## src/rtl/hdlc_rx_pkg.sv

```systemverilog
package hdlc_rx_pkg;

   localparam int BYTE_W = 8;
   localparam logic [15:0] CRC_PRESET  = 16'hFFFF;
   localparam logic [15:0] CRC_RESIDUE = 16'hF0B8;
   localparam logic [15:0] CRC_POLY_R  = 16'h8408;

   typedef struct packed {
      logic first;
      logic last;
      logic good;
   } rx_tag_t;

   localparam int TAG_W = $bits(rx_tag_t);

   // bit-reflected CRC-16 over one byte, LSB first
   function automatic logic [15:0] crc_step_byte(input logic [15:0] c, input logic [7:0] b);
      logic [15:0] r;
      r = c;
      for (int i = 0; i < 8; i++) begin
         if (r[0] ^ b[i]) r = (r >> 1) ^ CRC_POLY_R;
         else             r = r >> 1;
      end
      return r;
   endfunction

endpackage

```

## src/rtl/hdlc_rx_deframe.sv

```systemverilog
module hdlc_rx_deframe #(
   parameter int STUFF_RUN = 5
) (
   input  logic clk,
   input  logic rst_n,
   input  logic en,
   input  logic line_bit,
   output logic bit_ok,
   output logic bit_val,
   output logic flag_hit,
   output logic abort_hit
);
   localparam int FLAG_RUN  = STUFF_RUN + 1;
   localparam int ABORT_RUN = STUFF_RUN + 2;
   localparam int RUN_W     = $clog2(ABORT_RUN + 1);

   logic [RUN_W-1:0] run_q, run_d;

   assign bit_val = line_bit;

   always_comb begin
      run_d     = run_q;
      bit_ok    = 1'b0;
      flag_hit  = 1'b0;
      abort_hit = 1'b0;
      if (en) begin
         if (line_bit) begin
            bit_ok    = 1'b1;
            abort_hit = (run_q == RUN_W'(FLAG_RUN));
            if (run_q != RUN_W'(ABORT_RUN)) run_d = run_q + 1'b1;
         end else begin
            flag_hit = (run_q == RUN_W'(FLAG_RUN));
            bit_ok   = (run_q != RUN_W'(STUFF_RUN)) && (run_q != RUN_W'(FLAG_RUN));
            run_d    = '0;
         end
      end
   end

   always_ff @(posedge clk) begin
      if (!rst_n) run_q <= '0;
      else        run_q <= run_d;
   end

endmodule

```

## src/rtl/hdlc_rx_framer.sv

```systemverilog
module hdlc_rx_framer
   import hdlc_rx_pkg::*;
#(
   parameter int MIN_BYTES = 4,
   parameter int FCS_BYTES = 2
) (
   input  logic              clk,
   input  logic              rst_n,
   input  logic              bit_ok,
   input  logic              bit_val,
   input  logic              flag_hit,
   input  logic              abort_hit,
   input  logic              wr_drop,
   output logic              push_q,
   output logic [BYTE_W-1:0] push_byte_q,
   output rx_tag_t           push_tag_q,
   output logic              ev_vm_q,
   output logic              ev_crc_q,
   output logic              ev_abort_q
);
   localparam int HOLD  = FCS_BYTES + 1;
   localparam int CNT_W = $clog2(MIN_BYTES + 1);

   if (MIN_BYTES <= HOLD) begin : g_bad_min
      $error("MIN_BYTES must exceed FCS_BYTES + 1");
   end

   logic                        active_q;
   logic [BYTE_W-2:0]           sreg_q;
   logic [2:0]                  bcnt_q;
   logic [CNT_W-1:0]            cnt_q;
   logic [HOLD-1:0][BYTE_W-1:0] hold_q;
   logic [15:0]                 crc_q;
   logic                        first_pend_q;
   logic                        ovr_frame_q;
   logic [BYTE_W-1:0]           byte_nxt;
   logic                        crc_bad;

   assign byte_nxt = {bit_val, sreg_q};
   // aligned frame: the 7 flag bits before the closing zero leave bcnt at 7
   assign crc_bad  = (crc_q != CRC_RESIDUE) || (bcnt_q != 3'd7);

   always_ff @(posedge clk) begin
      if (!rst_n) begin
         active_q     <= 1'b0;
         sreg_q       <= '0;
         bcnt_q       <= '0;
         cnt_q        <= '0;
         hold_q       <= '0;
         crc_q        <= CRC_PRESET;
         first_pend_q <= 1'b0;
         ovr_frame_q  <= 1'b0;
         push_q       <= 1'b0;
         push_byte_q  <= '0;
         push_tag_q   <= '0;
         ev_vm_q      <= 1'b0;
         ev_crc_q     <= 1'b0;
         ev_abort_q   <= 1'b0;
      end else begin
         push_q     <= 1'b0;
         ev_vm_q    <= 1'b0;
         ev_crc_q   <= 1'b0;
         ev_abort_q <= 1'b0;
         if (wr_drop) ovr_frame_q <= 1'b1;
         if (abort_hit) begin
            ev_abort_q <= 1'b1;
            active_q   <= 1'b0;
         end else if (flag_hit) begin
            if (active_q && (cnt_q >= CNT_W'(MIN_BYTES))) begin
               ev_vm_q          <= 1'b1;
               ev_crc_q         <= crc_bad;
               push_q           <= 1'b1;
               push_byte_q      <= hold_q[HOLD-1];
               push_tag_q.first <= first_pend_q;
               push_tag_q.last  <= 1'b1;
               push_tag_q.good  <= !crc_bad && !ovr_frame_q && !wr_drop;
            end
            active_q     <= 1'b1;
            bcnt_q       <= '0;
            cnt_q        <= '0;
            crc_q        <= CRC_PRESET;
            first_pend_q <= 1'b1;
            ovr_frame_q  <= 1'b0;
         end else if (bit_ok && active_q) begin
            sreg_q <= byte_nxt[BYTE_W-1:1];
            bcnt_q <= bcnt_q + 1'b1;
            if (bcnt_q == 3'd7) begin
               crc_q  <= crc_step_byte(crc_q, byte_nxt);
               hold_q <= {hold_q[HOLD-2:0], byte_nxt};
               if (cnt_q < CNT_W'(MIN_BYTES)) cnt_q <= cnt_q + 1'b1;
               if (cnt_q >= CNT_W'(HOLD)) begin
                  push_q       <= 1'b1;
                  push_byte_q  <= hold_q[HOLD-1];
                  push_tag_q   <= '{first: first_pend_q, last: 1'b0, good: 1'b0};
                  first_pend_q <= 1'b0;
               end
            end
         end
      end
   end

endmodule

```

## src/rtl/hdlc_rx_fifo.sv

```systemverilog
module hdlc_rx_fifo #(
   parameter int DEPTH  = 64,
   parameter int WORD_W = 11,
   localparam int AW    = $clog2(DEPTH),
   localparam int CW    = AW + 1
) (
   input  logic              clk,
   input  logic              rst_n,
   input  logic              wr_en,
   input  logic [WORD_W-1:0] wr_word,
   input  logic              rd_en,
   output logic [WORD_W-1:0] head_word,
   output logic              empty,
   output logic              drop,
   output logic [CW-1:0]     count
);
   if (DEPTH < 2) begin : g_bad_depth
      $error("DEPTH must be at least 2");
   end

   logic [WORD_W-1:0] mem [DEPTH];
   logic [AW-1:0]     wr_ptr, rd_ptr, wr_nxt, rd_nxt;
   logic [CW-1:0]     cnt_q;
   logic              full, do_wr, do_rd;

   if ((1 << AW) == DEPTH) begin : g_pow2
      assign wr_nxt = wr_ptr + 1'b1;
      assign rd_nxt = rd_ptr + 1'b1;
   end else begin : g_wrap
      assign wr_nxt = (wr_ptr == AW'(DEPTH - 1)) ? '0 : wr_ptr + 1'b1;
      assign rd_nxt = (rd_ptr == AW'(DEPTH - 1)) ? '0 : rd_ptr + 1'b1;
   end

   assign empty     = (cnt_q == '0);
   assign full      = (cnt_q == CW'(DEPTH));
   assign do_wr     = wr_en && !full;
   assign do_rd     = rd_en && !empty;
   assign drop      = wr_en && full;
   assign count     = cnt_q;
   assign head_word = mem[rd_ptr];

   always_ff @(posedge clk) begin
      if (do_wr) mem[wr_ptr] <= wr_word;
   end

   always_ff @(posedge clk) begin
      if (!rst_n) begin
         wr_ptr <= '0;
         rd_ptr <= '0;
         cnt_q  <= '0;
      end else begin
         if (do_wr) wr_ptr <= wr_nxt;
         if (do_rd) rd_ptr <= rd_nxt;
         case ({do_wr, do_rd})
            2'b10:   cnt_q <= cnt_q + 1'b1;
            2'b01:   cnt_q <= cnt_q - 1'b1;
            default: cnt_q <= cnt_q;
         endcase
      end
   end

endmodule

```

## src/rtl/hdlc_rx_tagged.sv

```systemverilog
module hdlc_rx_tagged
   import hdlc_rx_pkg::*;
#(
   parameter int DEPTH     = 64,
   parameter int STUFF_RUN = 5,
   parameter int MIN_BYTES = 4
) (
   input  logic       clk,
   input  logic       rst_n,
   input  logic       rx_en,
   input  logic       rx_bit,
   input  logic       rd_stat,
   input  logic       rd_data,
   output logic [7:0] stat,
   output logic [7:0] rd_byte
);
   localparam int WORD_W = BYTE_W + TAG_W;
   localparam int CW     = $clog2(DEPTH) + 1;

   logic              bit_ok, bit_val, flag_hit, abort_hit;
   logic              fifo_push, fifo_empty, ev_ovr;
   logic [BYTE_W-1:0] push_byte;
   rx_tag_t           push_tag, head_tag;
   logic              ev_vm, ev_crc, ev_abort;
   logic [WORD_W-1:0] head_word;
   logic [CW-1:0]     fifo_cnt;
   logic [3:0]        evt_q;

   hdlc_rx_deframe #(.STUFF_RUN(STUFF_RUN)) i_deframe (
      .clk(clk), .rst_n(rst_n), .en(rx_en), .line_bit(rx_bit),
      .bit_ok(bit_ok), .bit_val(bit_val), .flag_hit(flag_hit), .abort_hit(abort_hit)
   );

   hdlc_rx_framer #(.MIN_BYTES(MIN_BYTES), .FCS_BYTES(2)) i_framer (
      .clk(clk), .rst_n(rst_n), .bit_ok(bit_ok), .bit_val(bit_val),
      .flag_hit(flag_hit), .abort_hit(abort_hit), .wr_drop(ev_ovr),
      .push_q(fifo_push), .push_byte_q(push_byte), .push_tag_q(push_tag),
      .ev_vm_q(ev_vm), .ev_crc_q(ev_crc), .ev_abort_q(ev_abort)
   );

   hdlc_rx_fifo #(.DEPTH(DEPTH), .WORD_W(WORD_W)) i_fifo (
      .clk(clk), .rst_n(rst_n), .wr_en(fifo_push), .wr_word({push_tag, push_byte}),
      .rd_en(rd_data), .head_word(head_word), .empty(fifo_empty), .drop(ev_ovr),
      .count(fifo_cnt)
   );

   assign head_tag = rx_tag_t'(head_word[WORD_W-1:BYTE_W]);
   assign rd_byte  = fifo_empty ? '0 : head_word[BYTE_W-1:0];

   always_ff @(posedge clk) begin
      if (!rst_n) evt_q <= '0;
      else        evt_q <= (rd_stat ? 4'b0000 : evt_q) | {ev_abort, ev_crc, ev_ovr, ev_vm};
   end

   assign stat = {evt_q, fifo_empty,
                  !fifo_empty && head_tag.good,
                  !fifo_empty && head_tag.last,
                  !fifo_empty && head_tag.first};

endmodule

```

## config.mk

```make
export PLATFORM = sky130hd
export DESIGN_NAME = hdlc_rx_tagged
export DESIGN_NICKNAME = d
export VERILOG_FILES = /design/src/rtl/hdlc_rx_pkg.sv /design/src/rtl/hdlc_rx_deframe.sv /design/src/rtl/hdlc_rx_framer.sv /design/src/rtl/hdlc_rx_fifo.sv /design/src/rtl/hdlc_rx_tagged.sv
export SDC_FILE = /design/constraint.sdc
export NUM_CORES = 1
export LEC_CHECK = 0
export ABC_AREA = 1
export BUFFER_PORTS_ARGS = -buffer_cell sky130_fd_sc_hd__buf_2
export CORE_UTILIZATION = 45
export DETAILED_ROUTE_END_ITERATION = 10
export PLACE_DENSITY = 0.71
export SYNTH_ARGS = -nofsm -noshare
export SYNTH_HDL_FRONTEND = slang
export SYNTH_SLANG_ARGS = --single-unit
```

## constraint.sdc

```tcl
create_clock -name clk -period 2.3 [get_ports clk]
set_clock_uncertainty 0.2 [all_clocks]
set_input_delay 0.345 -clock clk [delete_from_list [all_inputs] [get_ports clk]]
set_output_delay 0.345 -clock clk [all_outputs]
set_load 0.03 [all_outputs]
```

# [Yosys cells after proc, flatten, opt, wreduce, memory -nomap -nowiden]
# Memories as Yosys holds them, arrays and structs flattened. A register that Yosys moved wholly into a read port is not among the register bits.
# Cells that the tools add are included.
# Widths: inputs -> output; s select.
[totals] reg_bits=97 wordCells=191 mem_count=1 output_inout_bits=16 inputBits=6 mem_bits_rw=704
[op_classes] bitwise=21 n_eq_ne=12 reduce_logical=34 n_lt_le_gt_ge=3 n_mux=90 addsub=7
[mem_list] name="i_fifo.mem" words=64 width=11 read_ports=1 rd_ports_with_merged_regs=1 wr=1 line="hdlc_rx_fifo.sv:21" rtl="logic [WORD_W-1:0] mem [DEPTH];"
[ops] op="$mux 16" n=46
[ops] op="$mux 8" n=6
[ops] op="$mux 3" n=13
[ops] op="$not 2->3" n=8
[ops] op="$mux 1" n=21
[ops] op="$ne 16x16->1 const B" n=1
[ops] op="$pmux 7 s2" n=1
[ops] op="$add 6x1->6 const B" n=2
[ops] op="$mux 6" n=2
[ops] op="$ne 3x3->1 const B" n=4
[ops] op="$reduce_and 4->1" n=3
[ops] op="$logic_and 1x1->1" n=11
[ops] op="$reduce_bool 2->1" n=5
[ops] op="$add 3x1->3 const B" n=3
[ops] op="$xor 1x1->1" n=8
[ops] op="$add 7x1->7 const B" n=1
[ops] op="$eq 7x7->1 const B" n=1
[ops] op="$logic_not 7->1" n=1
[ops] op="$sub 7x1->7 const B" n=1
[ops] op="$eq 3x3->1 const B" n=2
[ops] op="$reduce_and 3->1" n=2
[ops] op="$logic_not 1->1" n=5
[ops] op="$reduce_and 5->1" n=1
[ops] op="$mux 4" n=1
[ops] op="13 further kinds" n=18

# [Longest topological paths before layout]
[logic_depth] ltp_word=56 mapped_depth=18 mapped_depth_nobuf=16

# [Modules after synthesis]
# Synthesis repeated with hierarchy kept, for this count alone.
[unflattened] hier_cells=3124 hier_area_um2=33388.3
[by_module_without_submodules] module="hdlc_rx_fifo" seq_area_each_um2=21640.8 instances=1 cells_per_inst=2619 area_per_inst_um2=29856.1
[by_module_without_submodules] module="hdlc_rx_framer" seq_area_each_um2=1421.4 instances=1 cells_per_inst=427 area_per_inst_um2=3057.9
[by_module_without_submodules] module="hdlc_rx_tagged" seq_area_each_um2=80.1 instances=1 cells_per_inst=42 area_per_inst_um2=239.0
[by_module_without_submodules] module="hdlc_rx_deframe" seq_area_each_um2=60.1 instances=1 cells_per_inst=36 area_per_inst_um2=235.2

# [Least setup slack after synthesis]
# OpenSTA, ideal clock, no wires.
[synth_path] kind="reg-to-reg" start="register i_fifo.wr_ptr[1]" end="memory i_fifo.mem[63][0], enable pin" arrival_time_ns=1.890 period_less_slack_ns=2.485 setup_time_ns=0.395 path_stages_with_launch=7 slack_ns=-0.185 path_buffers=0 required_time_ns=1.705 path_cell_list="dfxtp_1 -> inv_1 -> nor3_1 -> inv_1 -> nor2_1 -> clkinv_1 -> nor3_1"
[synth_rtl] element="start, declared" line="hdlc_rx_fifo.sv:22" rtl="logic [AW-1:0] wr_ptr, rd_ptr, wr_nxt, rd_nxt;"
[synth_rtl] element="start signal, assigned" line="hdlc_rx_fifo.sv:52" rtl="if (do_wr) wr_ptr <= wr_nxt;"
[synth_rtl] element="end, declared" line="hdlc_rx_fifo.sv:21"
# No word-level cell before the write port.

==> flow_summary.json <==
{
  "run_status": "finished, violations left",
  "violations": "negative setup slack",
  "coreArea_um2": 71400,
  "synth-async-reset-ratio_pct": 0,
  "netlist_instances": 2689,
  "required_ns": 1.75,
  "clk_pin_slew_worst_paths_ns": 0.07,
  "critPathCaptureType": "output port",
  "globalplace.congestion": 0.901,
  "drt-met1-wl_um": 34100,
  "vias": 22910,
  "synth_seq_cells": 807,
  "synth_cell_types": 37,
  "yosysTopAreaCell": "edfxtp_1",
  "firstDrtPassIters": 6,
  "ys_warn_count": 0,
  "max-vdd-ir-drop_uv": 823,
  "cts.sinks": 807,
  "final-max-slew-violation-count": 0,
  "startpoint_type": "flop",
  "ant_nets": 0,
  "rsz0062_at_grt": "true",
  "fin_crit_sh_pct": 144,
  "netlist_top_cells_count": "edfxtp_1, nor2_1, o21ai_0",
  "hold_path_end": "i_framer.ovr_frame_q$_SDFF_PN0_",
  "synth_ff_type": "edfxtp_1",
  "ctsHtreeMaxLevel": 3,
  "grt_pass1_wl_um": 129000,
  "maxCapViolations": 0,
  "numCtsBuffers": 79,
  "grt.overflow.total": 0,
  "fin_util_pct": 55.7,
  "timing.rr.end": "i_fifo.mem[3][9]$_DFFE_PP_",
  "yosysMostFrequentCell": "edfxtp_1",
  "r2r_slack_ns": -0.06,
  "drt-total-wl_um": 87100,
  "grt_antenna_before_repair": 0,
  "yosysSeqAreaShare_pct": 71.5,
  "die_h_um": 270,
  "cts_root_buf": "clkbuf_16",
  "hold_class": "input pin to flop",
  "grt_pass1_vias": 21703,
  "wl_met3_um": 8610,
  "fmax_mhz": 302,
  "ff2ff_path_depth": 11,
  "syn-num-nets": 2707,
  "initial_core_util_pct": 45.5,
  "hp-start": "rst_n",
  "synth_enable_flop_cells": 704,
  "port_buffers": 21,
  "num_rows": 98,
  "fp.dieW_um": 270,
  "finalWorstSetupSlack_ns": -1.01,
  "routed_via_density": 5.84,
  "gr-usage-all-layers_pct": 23.0,
  "multi_input_area_um2": 9020,
  "synth_area_leaders": "edfxtp_1, dfxtp_1, nor2_1",
  "route.detailed.drc": 0,
  "drt-initial-drc-count": 2487,
  "fin_nets": 2929,
  "io_pins": 22,
  "slew_headroom_pct": 52.0,
  "setup_violations": 68,
  "p_per_area_nw_per_um2": 993,
  "nFillCells": 5465,
  "postSynthAreaPerCell_um2": 12.1,
  "cts_tree": "done",
  "power.leakage_uw": 0.0135,
  "wire_per_inst_um": 22.2,
  "critPathKind": "flop to output port",
  "grt_max_degree": 66,
  "ff_latch_area_um2": 23200,
  "die_area_um2": 73200,
  "ctsLongestPathBuffers": 3,
  "whs_path_depth": 5,
  "diodes": 0,
  "synth_top_area_share_pct": 65.2,
  "met2_length_um": 41300,
  "r2r_start": "i_fifo.count[5]$_SDFFE_PN0P_",
  "area_delta_synth_final_pct": 22.6,
  "hold_violations": 0,
  "highest_layer": "met4",
  "insertion_delay_ns": 0.64,
  "hpwl_um": 50400,
  "syn_area_um2": 32400,
  "fin_crit_ns": 3.31,
  "arrival_ns": 2.76,
  "tns_ns": -11.71,
  "worstPathMaxFanout": 6,
  "final_layout_size_suffix_gt1_share_pct": 20.8,
  "tightest_slew_ns": 0.719
}
[critical path, cell delays in order, from the launching register on]
cell      delay, ns
dfxtp_4        0.36
buf_12         0.16
buf_12         0.15
buf_12         0.14
buf_6          0.11
nor2_2         0.03
nor2_1         0.12
o21ai_1        0.08
o211ai_1       0.11
nand3_1        0.19
nand3_4        0.16
nand3_4        0.11
a21oi_4        0.23
buf_6          0.17
[registers in the layout (all words and copies together) (netlist names), 3 cells and up, named ones only]
name                  cells
i_fifo.wr_ptr             6
i_framer.push_tag_q       3
i_deframe.run_q           3
i_fifo.rd_ptr             6
i_framer.hold_q          24
i_framer.push_byte_q      8
i_framer.crc_q           16
i_framer.sreg_q           7
evt_q                     4
i_fifo.count              7
i_framer.cnt_q            3
i_framer.bcnt_q           3
i_fifo.mem              704
[layout make-up]
cell class | instances | area share (%)
multi-input cells | 1636 | 22.7
clock inverters | 46 | 0.853
flip-flops and latches | 807 | 58.4
clock buffers | 94 | 5.22
well taps | 950 | 2.99
repair buffers | 315 | 9.03
inverters | 70 | 0.755
repair inverters | 2 | 0.0566
[routing by layer]
metal	global-route usage (%)	up-vias
met5	0	-
met4	7.97	0
met3	4.10	200
met2	36.9	1306
met1	31.5	11178
li1	-	10226
[cell usage in the layout (no fill, tap or decap), types with 9 or more instances in the layout]
cell	Yosys	routed
a21oi_2	0	12
buf_6	11	62
clkbuf_16	0	83
dfxtp_1	103	81
nor2_4	0	48
o21ai_0	305	293
buf_4	22	164
buf_2	63	11
o221ai_2	0	9
dfxtp_2	0	20
xor2_1	13	9
xnor2_1	17	17
edfxtp_1	704	704
inv_2	8	11
nand3_1	192	140
nand2_1	185	178
ha_1	12	10
o21ai_1	50	62
buf_16	0	10
clkinv_1	2	21
nand3_2	0	48
a21oi_1	107	90
inv_1	60	56
o211ai_1	106	106
o221ai_1	60	51
buf_12	0	50
clkbuf_1	71	13
nor2_1	544	492
[report_power, final]
| group | switching [uW] | internal (uW) | total [uW] |
|---|---|---|---|
| Combinational | 6680 | 4750 | 11400 |
| Sequential | 110 | 15800 | 15900 |
| Clock | 5450 | 6710 | 12200 |
[worst max path at each step]
stage | from | end | cells past startpoint
5_1_grt | flop | rd_byte[2] | 13
4_1_cts | flop | stat[1] | 11
2_1_floorplan | flop | rd_byte[7] | 10
3_5_place_dp | flop | rd_byte[7] | 10
3_3_place_gp | flop | rd_byte[7] | 10
6_report | flop | rd_byte[7] | 13
[repair_timing]
action,in CTS,in global routing
gates cloned,11,15
buffers inserted,25,11
pin swaps,52,63
gates resized for setup,177,180
endpoints found under the setup margin,359,501
hold endpoints to repair,12,0
hold buffers,4,0
[metrics by stage]
step	power, uW	cell area [um^2]	std cells	worst slack (ns)	hold slack [ns]
after global placement	24600	35200	3715	-0.568	0.230
final	39500	39800	3920	-1.01	0.0125
after global routing	40800	39800	3920	-1.08	0.0443
after floorplan	21800	32500	2689	-0.0234	0.213
after CTS	38800	38900	3895	-0.980	0.00116
after detailed placement	24900	35200	3715	-0.630	0.246
[cells by family after synthesis]
group	Yosys count	synth area share, %
AOI/OAI and AO/OA	644	11.6
xor gates and xnor gates	30	0.810
adders and majority gates	12	0.463
buffers and inverters	246	3.61
DFF	807	71.5
and+or+nand+nor	950	12.0
Note: power is estimated with default switching activity, not from simulation.
